<file path="src/rtl/tmr_pkg.sv">
package tmr_pkg;
   // register addresses
   localparam int unsigned ADDR_CTRL = 0;
   localparam int unsigned ADDR_CMD  = 1;
   localparam int unsigned ADDR_CMP0 = 2;
   // control register bits
   localparam int unsigned CTRL_RUN  = 0;
   localparam int unsigned CTRL_IVL  = 1;
   localparam int unsigned CTRL_CCM0 = 2;
   // command strobe bits
   localparam int unsigned CMD_CLR   = 0;
   localparam int unsigned CMD_OVC   = 1;
endpackage

</file>
<file path="src/rtl/tmr_regs.sv">
module tmr_regs
   import tmr_pkg::*;
#(
   parameter int unsigned CNT_W  = 16,
   parameter int unsigned NUM_CH = 4,
   parameter int unsigned NUM_CC = 2,
   parameter int unsigned ADDR_W = 3
) (
   input  logic                          clk,
   input  logic                          rst_n,
   input  logic                          wr_en,
   input  logic [ADDR_W-1:0]             wr_addr,
   input  logic [CNT_W-1:0]              wr_data,
   output logic                          run,
   output logic                          ivl,
   output logic [NUM_CC-1:0]             cc_cmp,
   output logic                          cnt_clr,
   output logic                          ovf_clr,
   output logic [NUM_CH-1:0][CNT_W-1:0]  cmp_val
);
   localparam int unsigned CTRL_W = CTRL_CCM0 + NUM_CC;

   logic [CTRL_W-1:0]            ctrl_q;
   logic [NUM_CH-1:0][CNT_W-1:0] cmp_q;
   logic                         cmd_sel;

   assign cmd_sel = wr_en && (wr_addr == ADDR_W'(ADDR_CMD));
   assign cnt_clr = cmd_sel && wr_data[CMD_CLR];
   assign ovf_clr = cmd_sel && wr_data[CMD_OVC];

   always_ff @(posedge clk or negedge rst_n) begin
      if (!rst_n) begin
         ctrl_q <= '0;
      end else if (wr_en && (wr_addr == ADDR_W'(ADDR_CTRL))) begin
         ctrl_q <= wr_data[CTRL_W-1:0];
      end
   end

   always_ff @(posedge clk or negedge rst_n) begin
      if (!rst_n) begin
         cmp_q <= '0;
      end else begin
         for (int i = 0; i < NUM_CH; i++) begin
            if (wr_en && (wr_addr == ADDR_W'(ADDR_CMP0 + i))) begin
               cmp_q[i] <= wr_data;
            end
         end
      end
   end

   assign run     = ctrl_q[CTRL_RUN];
   assign ivl     = ctrl_q[CTRL_IVL];
   assign cc_cmp  = ctrl_q[CTRL_W-1:CTRL_CCM0];
   assign cmp_val = cmp_q;
endmodule

</file>
<file path="src/rtl/tmr_match.sv">
module tmr_match #(
   parameter int unsigned CNT_W  = 16,
   parameter int unsigned NUM_CH = 4,
   parameter int unsigned NUM_CC = 2
) (
   input  logic                          clk,
   input  logic                          rst_n,
   input  logic                          tick_run,
   input  logic [CNT_W-1:0]              count,
   input  logic [NUM_CH-1:0][CNT_W-1:0]  cmp_val,
   input  logic [NUM_CC-1:0]             cc_cmp,
   output logic [NUM_CH-1:0]             hit,
   output logic [NUM_CH-1:0]             irq
);
   localparam int unsigned FIRST_CC = NUM_CH - NUM_CC;

   logic [NUM_CH-1:0] active;
   logic [NUM_CH-1:0] irq_q;

   for (genvar i = 0; i < NUM_CH; i++) begin : g_ch
      assign hit[i] = (count == cmp_val[i]);
      if (i >= FIRST_CC) begin : g_dual
         assign active[i] = cc_cmp[i - FIRST_CC];
      end else begin : g_plain
         assign active[i] = 1'b1;
      end
   end

   always_ff @(posedge clk or negedge rst_n) begin
      if (!rst_n) begin
         irq_q <= '0;
      end else begin
         irq_q <= {NUM_CH{tick_run}} & hit & active;
      end
   end

   assign irq = irq_q;
endmodule

</file>
<file path="src/rtl/tmr_counter.sv">
module tmr_counter #(
   parameter int unsigned CNT_W = 16
) (
   input  logic             clk,
   input  logic             rst_n,
   input  logic             tick_run,
   input  logic             ivl,
   input  logic             clr,
   input  logic             hit0,
   input  logic             ovf_clr,
   output logic [CNT_W-1:0] count,
   output logic             ovf
);
   logic [CNT_W-1:0] cnt_q;
   logic             ovf_q;
   logic             ovf_set;

   assign ovf_set = tick_run && !clr && !ivl && (&cnt_q);

   always_ff @(posedge clk or negedge rst_n) begin
      if (!rst_n) begin
         cnt_q <= '0;
      end else if (clr) begin
         cnt_q <= '0;
      end else if (tick_run) begin
         cnt_q <= (ivl && hit0) ? '0 : cnt_q + 1'b1;
      end
   end

   always_ff @(posedge clk or negedge rst_n) begin
      if (!rst_n) begin
         ovf_q <= 1'b0;
      end else if (ovf_set) begin
         ovf_q <= 1'b1;
      end else if (ovf_clr) begin
         ovf_q <= 1'b0;
      end
   end

   assign count = cnt_q;
   assign ovf   = ovf_q;
endmodule

</file>
<file path="src/rtl/tick_cmp_timer.sv">
module tick_cmp_timer
   import tmr_pkg::*;
#(
   parameter int unsigned CNT_W  = 16,
   parameter int unsigned NUM_CH = 4,
   parameter int unsigned NUM_CC = 2,
   parameter int unsigned ADDR_W = 3
) (
   input  logic              clk,
   input  logic              rst_n,
   input  logic              tick,
   input  logic              wr_en,
   input  logic [ADDR_W-1:0] wr_addr,
   input  logic [CNT_W-1:0]  wr_data,
   output logic [CNT_W-1:0]  count,
   output logic [NUM_CH-1:0] match_irq,
   output logic              ovf_flag
);
   if (NUM_CC >= NUM_CH) begin : g_bad_cc
      $error("NUM_CC must leave channel 0 as a plain compare channel");
   end
   if (ADDR_CMP0 + NUM_CH > (2 ** ADDR_W)) begin : g_bad_addr
      $error("ADDR_W too narrow for the compare registers");
   end
   if (CTRL_CCM0 + NUM_CC > CNT_W) begin : g_bad_ctrl
      $error("control register does not fit in the data width");
   end

   logic                         run;
   logic                         ivl;
   logic [NUM_CC-1:0]            cc_cmp;
   logic                         cnt_clr;
   logic                         ovf_clr;
   logic [NUM_CH-1:0][CNT_W-1:0] cmp_val;
   logic [NUM_CH-1:0]            hit;
   logic                         tick_run;

   assign tick_run = tick && run;

   tmr_regs #(
      .CNT_W(CNT_W), .NUM_CH(NUM_CH), .NUM_CC(NUM_CC), .ADDR_W(ADDR_W)
   ) u_regs (
      .clk(clk), .rst_n(rst_n), .wr_en(wr_en), .wr_addr(wr_addr),
      .wr_data(wr_data), .run(run), .ivl(ivl), .cc_cmp(cc_cmp),
      .cnt_clr(cnt_clr), .ovf_clr(ovf_clr), .cmp_val(cmp_val)
   );

   tmr_match #(
      .CNT_W(CNT_W), .NUM_CH(NUM_CH), .NUM_CC(NUM_CC)
   ) u_match (
      .clk(clk), .rst_n(rst_n), .tick_run(tick_run), .count(count),
      .cmp_val(cmp_val), .cc_cmp(cc_cmp), .hit(hit), .irq(match_irq)
   );

   tmr_counter #(
      .CNT_W(CNT_W)
   ) u_counter (
      .clk(clk), .rst_n(rst_n), .tick_run(tick_run), .ivl(ivl),
      .clr(cnt_clr), .hit0(hit[0]), .ovf_clr(ovf_clr),
      .count(count), .ovf(ovf_flag)
   );
endmodule

</file>
<file path="config.mk">
export PLATFORM = sky130hd
export DESIGN_NAME = tick_cmp_timer
export DESIGN_NICKNAME = d
export VERILOG_FILES = /design/src/rtl/tmr_pkg.sv /design/src/rtl/tmr_regs.sv /design/src/rtl/tmr_match.sv /design/src/rtl/tmr_counter.sv /design/src/rtl/tick_cmp_timer.sv
export SDC_FILE = /design/constraint.sdc
export NUM_CORES = 1
export LEC_CHECK = 0
export BUFFER_PORTS_ARGS = -buffer_cell sky130_fd_sc_hd__buf_4
export CORE_ASPECT_RATIO = 0.6
export CORE_MARGIN = 4
export CORE_UTILIZATION = 56
export CTS_CLUSTER_DIAMETER = 150
export CTS_CLUSTER_SIZE = 14
export DETAILED_ROUTE_END_ITERATION = 10
export PLACE_DENSITY = 0.74
export SLEW_MARGIN = 20
export SYNTH_ARGS = -nofsm -noshare
export SYNTH_HDL_FRONTEND = slang
export SYNTH_SLANG_ARGS = --single-unit
</file>
<file path="constraint.sdc">
create_clock -name clk -period 2.7 [get_ports clk]
set_clock_uncertainty 0.1 [all_clocks]
set_input_delay 0.135 -clock clk [delete_from_list [all_inputs] [get_ports clk]]
set_output_delay 0.135 -clock clk [all_outputs]
set_load 0.1 [all_outputs]
</file>
==> results_dict.tcl, run 1 <==
set metrics [dict create \
    status "finished, final reports clean" \
    place_hpwl_mm 8.13 \
    drive_gt1_share_pct 30.1 \
    fin_tns_setup_ns 0 \
    synth_nets 380 \
    hold_violations 0 \
    drv_cap 0 \
    max_freq_mhz 443 \
    r2r-end "u_counter.count[15]" \
    fill_cells 538 \
    max_stage_delay_ns 0.65 \
    cts_made_buffers 9 \
    synth_top_family_by_area "multiplexers" \
    die_y_um 77.2 \
    worstPathArrival_ns 2.36 \
    p_leak_nw 2.41 \
    worst-path-stages 5 \
    gp_congestion 0.869 \
    vdd_drop_max_mv 0.358 \
    avgViaCountPerCell 5.70 \
    grt_first_pass_wirelength_mm 17.9 \
    final_common_cell "dfrtp_1" \
    cp_top_family "compound AO/OA/AOI/OAI gates" \
    drc 0 \
    cp.required_ns 2.80 \
    synth-edff-count 0 \
    drt_pass1_iterations 5 \
    min-delay-path-class "primary input to flop" \
    synth_compound_area_share_pct 2.46 \
    coreArea_um2 7510 \
    slew_viol_final 0 \
    synth_xor_area_share_pct 14.7 \
    post-route-util_pct 71.8 \
    yosysUniqueCellTypes 39 \
    antenna_found_initial 0 \
    synthArstFlopShare_pct 100 \
    wl_mm 11.2 \
    cp-end-kind "flop" \
    htree_num_levels 3 \
    grt_overflow 0 \
    whs_ns 0.0761 \
    path_cells "xor2_1 > nor4_4 > nand4_4 > o31ai_4 > nor2_1" \
    ys_seq_area_share_pct 49.8 \
    grt_max_degree 59 \
    yosys.area.top_type "dfrtp_1" \
    setup_violations 0 \
    cp-startpoint "u_counter.count[1]" \
    cp-start-kind "flop" \
    clockRootBuffer "clkbuf_16" \
    rsz0062_at_grt "no" \
    ant_nets 0 \
    fin_crit_ns 2.26 \
    yosys.area_share.adder_pct 0.280 \
    clock-sinks 89 \
    rows 24 \
    synthMuxAreaShare_pct 16.9 \
    synth_area_per_cell_um2 12.6 \
    criticalPathCategory "flop to flop" \
    n_antenna_cell 0 \
    ys_dominant_reg_cell "dfrtp_1" \
    syn_area_um2 4470 \
    routedWlPerCell_um 21.2 \
    final_cell_mix "89 x dfrtp_1, 60 x buf_4, 47 x xor2_1" \
    syn2layout_area_growth_pct 20.6 \
    die_x_um 123 \
    synthSimpleGateAreaFrac_pct 12.2 \
    grt_pass1_vias 3096 \
    r2r-start "u_counter.count[1]" \
    total_power_mw 4.14 \
    port_buffers 43 \
    dr.first_iter.drc_count 276 \
    yosys.area.top_type_share_pct 49.8 \
    io_pins 44 \
    r2r_slack_ns 0.44 \
    cts_tree "done" \
    clock_path_buffers 2 \
    tightest_slew_ns 0.822 \
    path_buf_inv 0 \
    crit_end "u_counter.count[15]" \
    finalCritPeriodShare_pct 83.6 \
    clk_latency_ns 0.35 \
    ys_ff_latch 89 \
    slew_headroom_pct 44.8 \
    dieArea_um2 9530 \
    cts_resized 0 \
    synthCells 356 \
    powerDensity_nw_per_um2 768 \
    synth_warnings 0 \
    synth_area_leaders "dfrtp_1 50%, xor2_1 9.2%, mux2_1 8.6%" \
    cp_slowest_cell "o31ai_4" \
    grt_use_total_pct 25.4 \
    ff2ff_path_depth 5 \
    crit_fanout 11 \
    start_util_pct 59.6 \
    fin_nets 445 \
    cts_setup_buffers 0 \
    clkTransAtPathRegs_ns 0.06 \
    vias 3016 \
]
## tightest hold or removal path, stage by stage
cell,delay (ns)
buf_4,0.13
nand4_1,0.08
a22o_1,0.14
## cells in the mapped netlist, drive strengths merged, types with 2 or more instances
cell type	number
xnor2	28
nand4b	2
inv	3
and4	4
mux2	67
clkbuf	4
or4	2
nor3	5
a21oi	3
nand4	14
dfrtp	89
nor2	19
nor3b	2
nand3	6
buf	20
nor4	12
xor2	47
nand2	12
o21ai	5
## power breakdown
part	leakage [nW]	switching, mW	internal, mW
Clock	0.148	0.506	0.763
Sequential	1.10	0.217	1.58
Combinational	1.16	0.629	0.444
## cells by family (layout without fill, tap and decap cells)
| kind of cell | count (synthesis) | after routing |
|---|---|---|
| DFF | 89 | 89 |
| muxes | 67 | 67 |
| adders and majority gates | 1 | 1 |
| and+or+nand+nor | 82 | 82 |
| AOI/OAI and AO/OA | 15 | 15 |
| xor gates and xnor gates | 75 | 75 |
| buffers and inverters | 27 | 96 |
## state kept, by name (all words and copies together), names as in the netlist
register and cells:
u_regs.ctrl_q 4, u_counter.ovf 1, u_regs.cmp_val 64, u_match.irq 4, u_counter.count 16
## stage by stage
step                      instance area (um^2)  std cells  worst slack (ns)
after global placement                    4920        497             0.496
final                                     5390        529             0.444
after global routing                      5390        529             0.291
after floorplan                           4470        356             0.190
after detailed placement                  4920        497             0.473
after CTS                                 5390        529             0.460
## layout make-up
cell class              instances  area, um^2  area share, %
inverters                       3        11.3          0.209
well taps                     104         130           2.41
clock buffers                  11         253           4.69
flip-flops and latches         89        2230           41.3
clock inverters                 4        51.3          0.951
multi-input cells             240        2080           38.6
repair buffers                 78         641           11.9
## worst min-delay path by stage
stage / slack (ns) / start / cells after the start / end
after global routing: 0.09 / wr_addr[0] / 3 / u_counter.ovf
after global placement: 0.14 / rst_n / 1 / u_regs.cmp_val[30]
final: 0.08 / wr_addr[0] / 3 / u_counter.ovf
after detailed placement: 0.15 / rst_n / 1 / u_regs.cmp_val[30]
after floorplan: -0.26 / rst_n / 0 / u_counter.count[0]
after CTS: 0.06 / wr_addr[0] / 3 / u_counter.ovf
## layer usage
layer  GRT usage, %  part of all wire [%]
met1           39.6                    49
met3           7.21                   7.0
met2           34.3                    43
met5              0                     0
met4           6.85                   1.8
## repair_timing
item | in CTS | in global routing
hold buffers | 17 | 0
setup endpoints to repair | 0 | 0
hold endpoints to repair | 125 | 0
(Power assumes the default switching activity.)
==> run 2: changes to the inputs <==
--- a/config.mk
+++ b/config.mk
@@ -5,14 +5,15 @@
 export SDC_FILE = /design/constraint.sdc
 export NUM_CORES = 1
 export LEC_CHECK = 0
+export ABC_AREA = 1
 export BUFFER_PORTS_ARGS = -buffer_cell sky130_fd_sc_hd__buf_4
 export CORE_ASPECT_RATIO = 0.6
 export CORE_MARGIN = 4
-export CORE_UTILIZATION = 56
+export CORE_UTILIZATION = 54
 export CTS_CLUSTER_DIAMETER = 150
 export CTS_CLUSTER_SIZE = 14
 export DETAILED_ROUTE_END_ITERATION = 10
-export PLACE_DENSITY = 0.74
+export PLACE_DENSITY = 0.75
 export SLEW_MARGIN = 20
 export SYNTH_ARGS = -nofsm -noshare
 export SYNTH_HDL_FRONTEND = slang
==> constraint.sdc (replaced) <==
create_clock -name clk -period 1.94 [get_ports clk]
set_clock_uncertainty 0.1 [all_clocks]
set_input_delay 0.097 -clock clk [delete_from_list [all_inputs] [get_ports clk]]
set_output_delay 0.097 -clock clk [all_outputs]
set_load 0.1 [all_outputs]
==> run 2 against run 1 <==
  * First-iteration DRC count up 94%
  * Utilization fell by 3.5 points
  * Worst hold slack lost 0.073 ns
  * Via count rose by 40%
  * Sequential power increased by 46%
  * Cell count is 42% higher
  * Clock power rose by 47%
  * Routed wire length increased by 17%
  * Critical endpoint is now u_counter.count[10]
  * Maximum frequency rose by 26%
  * Non-clock buffer count down 5
  * Flip-flop and latch count unchanged
  * Die area grew 6.5%
==> results_dict.tcl, run 2 <==
set metrics [dict create \
    start_util_pct 57.0 \
    syn_area_um2 4620 \
    whs_ns 0.00313 \
    fill_cells 685 \
    grt_pass1_vias 3928 \
    ys_seq_area_share_pct 48.2 \
    synth_warnings 0 \
    status "finished, final reports clean" \
    htree_num_levels 3 \
    crit_top_cell "nand2_1" \
    clockRootBuffer "clkbuf_16" \
    die_y_um 79.6 \
    clock_path_buffers 2 \
    grt_overflow 0 \
    drv_cap 0 \
    max_freq_mhz 560 \
    drive_gt1_share_pct 19.8 \
    fin_tns_setup_ns 0 \
    path_cells "inv_2 > nand2_1 > nand2_1 > nor2_1 > nand2_1 > nor2_4 > nand3_4 > nand2_1 > o21ai_0" \
    avgViaCountPerCell 5.61 \
    synth-edff-count 0 \
    ys_ff_latch 89 \
    finalCritPeriodShare_pct 92.1 \
    ys_dominant_reg_cell "dfrtp_1" \
    drt_pass1_iterations 5 \
    clkTransAtPathRegs_ns 0.07 \
    grt_use_total_pct 27.2 \
    post-route-util_pct 68.3 \
    setup_violations 0 \
    synthTopCellsByCount "183 x nand2_1, 89 x dfrtp_1, 80 x o21ai_0" \
    criticalPathCategory "flop to flop" \
    max_stage_delay_ns 0.50 \
    p_leak_nw 2.75 \
    synth_area_leaders "dfrtp_1 48%, nand2_1 15%, o21ai_0 8.7%" \
    final_common_cell "nand2_1" \
    hold_violations 0 \
    cp_slowest_cell "dfrtp_2" \
    syn2layout_area_growth_pct 19.8 \
    port_buffers 43 \
    cp.required_ns 2.06 \
    grt_max_degree 47 \
    worstPathArrival_ns 1.91 \
    die_x_um 127 \
    yosys.area.top_type_share_pct 48.2 \
    io_pins 44 \
    grt_first_pass_wirelength_mm 21.2 \
    place_hpwl_mm 9.19 \
    vias 4210 \
    wl_mm 13.1 \
    ant_nets 0 \
    final_cell_mix "183 x nand2_1, 80 x o21ai_0, 73 x dfrtp_1" \
    cts_made_buffers 9 \
    synth.most_common_cell "nand2_1" \
    slew_headroom_pct 70.6 \
    synth_area_per_cell_um2 7.94 \
    yosysUniqueCellTypes 31 \
    vdd_drop_max_mv 1.17 \
    fin_crit_ns 1.79 \
    dr.first_iter.drc_count 536 \
    tightest_slew_ns 0.441 \
    path_buf_inv 1 \
    yosys.area.top_type "dfrtp_1" \
    multi_input_area_um2 2020 \
    crit_fanout 16 \
    gp_congestion 0.975 \
    routedWlPerCell_um 17.4 \
    fin_nets 662 \
    drc 0 \
    regArea_um2 2250 \
    min-delay-path-class "primary input to flop" \
    clk_latency_ns 0.34 \
    cp_top_family "simple AND/OR/NAND/NOR gates" \
    rows 25 \
    clock-sinks 89 \
    cp-end-kind "flop" \
    largest_reg_flops 64 \
    synthCells 582 \
    powerDensity_nw_per_um2 1180 \
    cts_tree "done" \
    dieArea_um2 10100 \
    synthArstFlopShare_pct 100 \
    cp-start-kind "flop" \
    n_antenna_cell 0 \
    slew_viol_final 0 \
    synth_nets 606 \
    antenna_found_initial 0 \
    coreArea_um2 8100 \
]
run 2: changes by cell type in the layout (fill, tap and decap cells not counted), moves of 16 or more:
| cell | delta |
|---|---|
| xnor2_1 | -18 |
| dfrtp_2 | +16 |
| o21ai_0 | +76 |
| mux2_2 | -33 |
| inv_1 | +38 |
| nand2_1 | +171 |
| xor2_1 | -25 |
| nor2_1 | +26 |
| dfrtp_1 | -16 |
| mux2_1 | -34 |
| nand3_1 | +17 |
run 2: per-stage QoR:
stage | cells | instance area [um^2] | setup WS (ns) | total power, mW
floorplan | 582 | 4640 | 0.0157 | 3.97
global placement | 712 | 5000 | 0.166 | 4.46
detailed placement | 712 | 5000 | 0.166 | 4.50
CTS | 742 | 5460 | 0.0861 | 6.40
global route | 751 | 5540 | -0.00841 | 6.84
finish | 751 | 5540 | 0.153 | 6.52
run 2: logic make-up (layout without fill, tap and decap cells):
logic type	Yosys count	in the layout	synth area share (%)
AOI/OAI and AO/OA	100	100	11.6
adders and majority gates	1	1	0.271
buffers and inverters	84	145	8.07
and+or+nand+nor	276	276	25.7
DFF	89	89	48.2
xor gates and xnor gates	32	32	6.07
run 2: tightest hold or removal path, cell delays in order:
cell     delay, ns
buf_4         0.09
inv_1         0.07
o21ai_0       0.15
run 2: where the power goes:
group	switching, mW	internal, mW	leakage (nW)
Combinational	1.33	0.682	1.48
Clock	0.743	1.13	0.152
Sequential	0.435	2.20	1.12
Total	2.51	4.01	2.75
run 2: area by class of cell:
type	count	area share [%]
timing repair buffer	73	10.8
tap	108	2.44
clock inverter	7	1.70
multi-input combinational	409	36.6
sequential	89	40.6
inverter	56	3.87
clock buffer	9	4.07
run 2: worst paths after layout:
kind / from / endpoint / slack (ns) / depth (start not counted)
max: u_counter.count[15] / u_counter.count[10] / 0.15 / 9
min: wr_data[0] / u_regs.cmp_val[48] / 0.003 / 3
max reg2reg: u_counter.count[15] / u_counter.count[10] / 0.15 / 9
min reg2reg: u_regs.ctrl_q[0] / u_regs.ctrl_q[0] / 0.39 / 2
max in group asynchronous: rst_n / u_counter.count[14] / 0.99 / 3
min in group asynchronous: rst_n / u_regs.cmp_val[34] / 0.13 / 2
run 2: metal layers:
| layer | wire (um) | vias up | global-route usage [%] |
|---|---|---|---|
| met5 | 0 | - | 0 |
| met4 | 228 | 0 | 7.92 |
| met3 | 1400 | 27 | 6.95 |
| met2 | 5690 | 240 | 40.7 |
| met1 | 5740 | 1977 | 39.2 |
| li1 | - | 1966 | - |
run 2: repair_timing:
action | in CTS | in global routing
setup buffers | 0 | 9
hold buffers | 14 | 0
resized for setup | 0 | 2
setup endpoints to repair | 0 | 4
hold endpoints to repair | 112 | 0
==> run 3: changes to the inputs <==
--- a/config.mk
+++ b/config.mk
@@ -13,8 +13,9 @@
 export CTS_CLUSTER_DIAMETER = 150
 export CTS_CLUSTER_SIZE = 14
 export DETAILED_ROUTE_END_ITERATION = 10
-export PLACE_DENSITY = 0.75
+export PLACE_DENSITY = 0.74
 export SLEW_MARGIN = 20
 export SYNTH_ARGS = -nofsm -noshare
 export SYNTH_HDL_FRONTEND = slang
+export SYNTH_HIERARCHICAL = 1
 export SYNTH_SLANG_ARGS = --single-unit
==> run 3 against run 2 <==
  * Setup slack lost 0.057 ns
  * Combinational power shrank 9%
  * Synthesized cell count grew 36%
  * Largest cell class is now multi-input gates
  * Critical path type unchanged
  * Global-route usage grew 2.2 points
  * Worst hold slack gained 0.031 ns
  * Via count grew 28%
  * Power shrank 7.8%
  * Final area grew 16%
  * Flip-flop and latch count is the same
==> results_dict.tcl, run 3 <==
set metrics [dict create \
    r2r-start "u_counter/count[4]" \
    clock-sinks 89 \
    synth_area_per_cell_um2 6.47 \
    fin_nets 921 \
    powerDensity_nw_per_um2 937 \
    dieArea_um2 11100 \
    crit_top_cell "nand2_1" \
    vias 5378 \
    multi_input_area_um2 2450 \
    total_power_mw 6.01 \
    cts_tree "done" \
    drv_cap 0 \
    syn2layout_area_growth_pct 25.5 \
    drc 0 \
    cp-startpoint "u_counter/count[4]" \
    cp-end-kind "flop" \
    status "finished, final reports clean" \
    rows 27 \
    clock_path_buffers 2 \
    die_x_um 134 \
    finalCritPeriodShare_pct 95.0 \
    clockRootBuffer "clkbuf_16" \
    grt_overflow 0 \
    vdd_drop_max_mv 0.510 \
    whs_ns 0.0344 \
    place_hpwl_mm 11.3 \
    synthCells 790 \
    synth_warnings 6 \
    coreArea_um2 9190 \
    htree_num_levels 3 \
    io_pins 44 \
    path_buf_inv 2 \
    port_buffers 43 \
    drive_gt1_share_pct 19.3 \
    setup_violations 0 \
    cp_slowest_cell "dfrtp_4" \
    final_cell_mix "430 x nand2_1, 90 x buf_4, 80 x inv_1" \
    grt_max_degree 40 \
    p_leak_nw 3.49 \
    rsz0062_at_grt "yes" \
    worstPathArrival_ns 1.96 \
    regArea_um2 2260 \
    cp_top_family "simple AND/OR/NAND/NOR gates" \
    grt_pass1_vias 5037 \
    slew_viol_final 0 \
    max_freq_mhz 543 \
    largest_reg_flops 64 \
    drt_pass1_iterations 6 \
    clk_latency_ns 0.34 \
    syn_area_um2 5110 \
    ant_nets 0 \
    routedWlPerCell_um 15.4 \
    grt_first_pass_wirelength_mm 25.6 \
    n_antenna_cell 0 \
    max_stage_delay_ns 0.51 \
    final_common_cell "nand2_1" \
    r2r_slack_ns 0.1 \
    dr.first_iter.drc_count 596 \
    crit_end "u_counter/count[7]" \
    die_y_um 83.4 \
    start_util_pct 55.7 \
    synth_nets 814 \
    gp_congestion 0.916 \
    slew_headroom_pct 61.4 \
    ff2ff_path_depth 11 \
    worst-path-stages 11 \
    path_cells "nand2_1 > nand2_1 > nor2_1 > nand2_1 > nor2_2 > nand2_2 > inv_2 > a21oi_4 > buf_4 > a21oi_1 > a21oi_1" \
    fin_crit_ns 1.84 \
    cp.required_ns 2.05 \
    min-delay-path-class "primary input to flop" \
    wl_mm 15.9 \
    tightest_slew_ns 0.577 \
    criticalPathCategory "flop to flop" \
    crit_fanout 7 \
    min-delay-start "wr_addr[0]" \
    cp-start-kind "flop" \
    clkTransAtPathRegs_ns 0.06 \
    antenna_found_initial 0 \
    cts_made_buffers 9 \
    avgViaCountPerCell 5.21 \
    fill_cells 788 \
    r2r-end "u_counter/count[7]" \
    grt_use_total_pct 29.4 \
    hold_violations 0 \
]
[run 3: where the power goes]
part	switching [mW]	internal (mW)	leakage [nW]
sequential	0.298	2.16	1.12
combinational	1.19	0.633	2.23
clock	0.724	0.999	0.140
[run 3: layer usage]
| layer | wire length, um | track usage (%) | up-vias |
|---|---|---|---|
| met5 | 0 | 0 | - |
| met4 | 274 | 9.24 | 0 |
| met3 | 1810 | 7.14 | 34 |
| met2 | 6870 | 43.6 | 278 |
| met1 | 6920 | 42.6 | 2487 |
| li1 | - | - | 2579 |
[run 3: worst min path at each step]
stage	slack, ns	end	cells past startpoint
final	0.03	u_regs/cmp_val[11]	4
after global routing	0.06	u_match/irq[2]	5
after detailed placement	-0.04	u_counter/count[14]	1
after CTS	0.02	u_regs/cmp_val[11]	4
after global placement	-0.05	u_counter/count[14]	1
after floorplan	-0.30	u_counter/count[0]	0
[run 3: final cells by class]
class	instances	area share [%]
Timing Repair Buffer	109	13.7
Inverter	101	5.91
Tap cell	130	2.53
Multi-Input combinational cell	587	38.2
Clock buffer	11	3.63
Sequential cell	89	35.2
Clock inverter	5	0.877
[run 3: what timing repair did]
item / in CTS / in global routing
gates cloned: 0 / 1
hold buffers: 17 / 0
endpoints found under the setup margin: 1 / 13
pin swaps: 1 / 7
setup buffers: 0 / 9
endpoints found under the hold margin: 144 / 0
resized for setup: 1 / 14
[run 3: worst reg2reg max path, stage by stage, from the launching register on]
cell	delay (ns)
dfrtp_4	0.51
nand2_1	0.09
nand2_1	0.05
nor2_1	0.10
nand2_1	0.07
nor2_2	0.13
nand2_2	0.08
inv_2	0.09
a21oi_4	0.09
buf_4	0.18
a21oi_1	0.15
a21oi_1	0.08
[run 3: metrics by stage]
step | utilization (%) | instances | area (um^2) | worst slack, ns | setup TNS (ns)
after global routing | 69.8 | 1032 | 6420 | -0.0162 | -0.0382
after global placement | 63.7 | 989 | 5860 | -0.0102 | -0.0102
after CTS | 68.8 | 1022 | 6320 | 0.00890 | 0
final | 69.8 | 1032 | 6420 | 0.0967 | 0
after detailed placement | 63.7 | 989 | 5860 | -0.0272 | -0.0272
after floorplan | - | 790 | 5140 | 0.00287 | 0
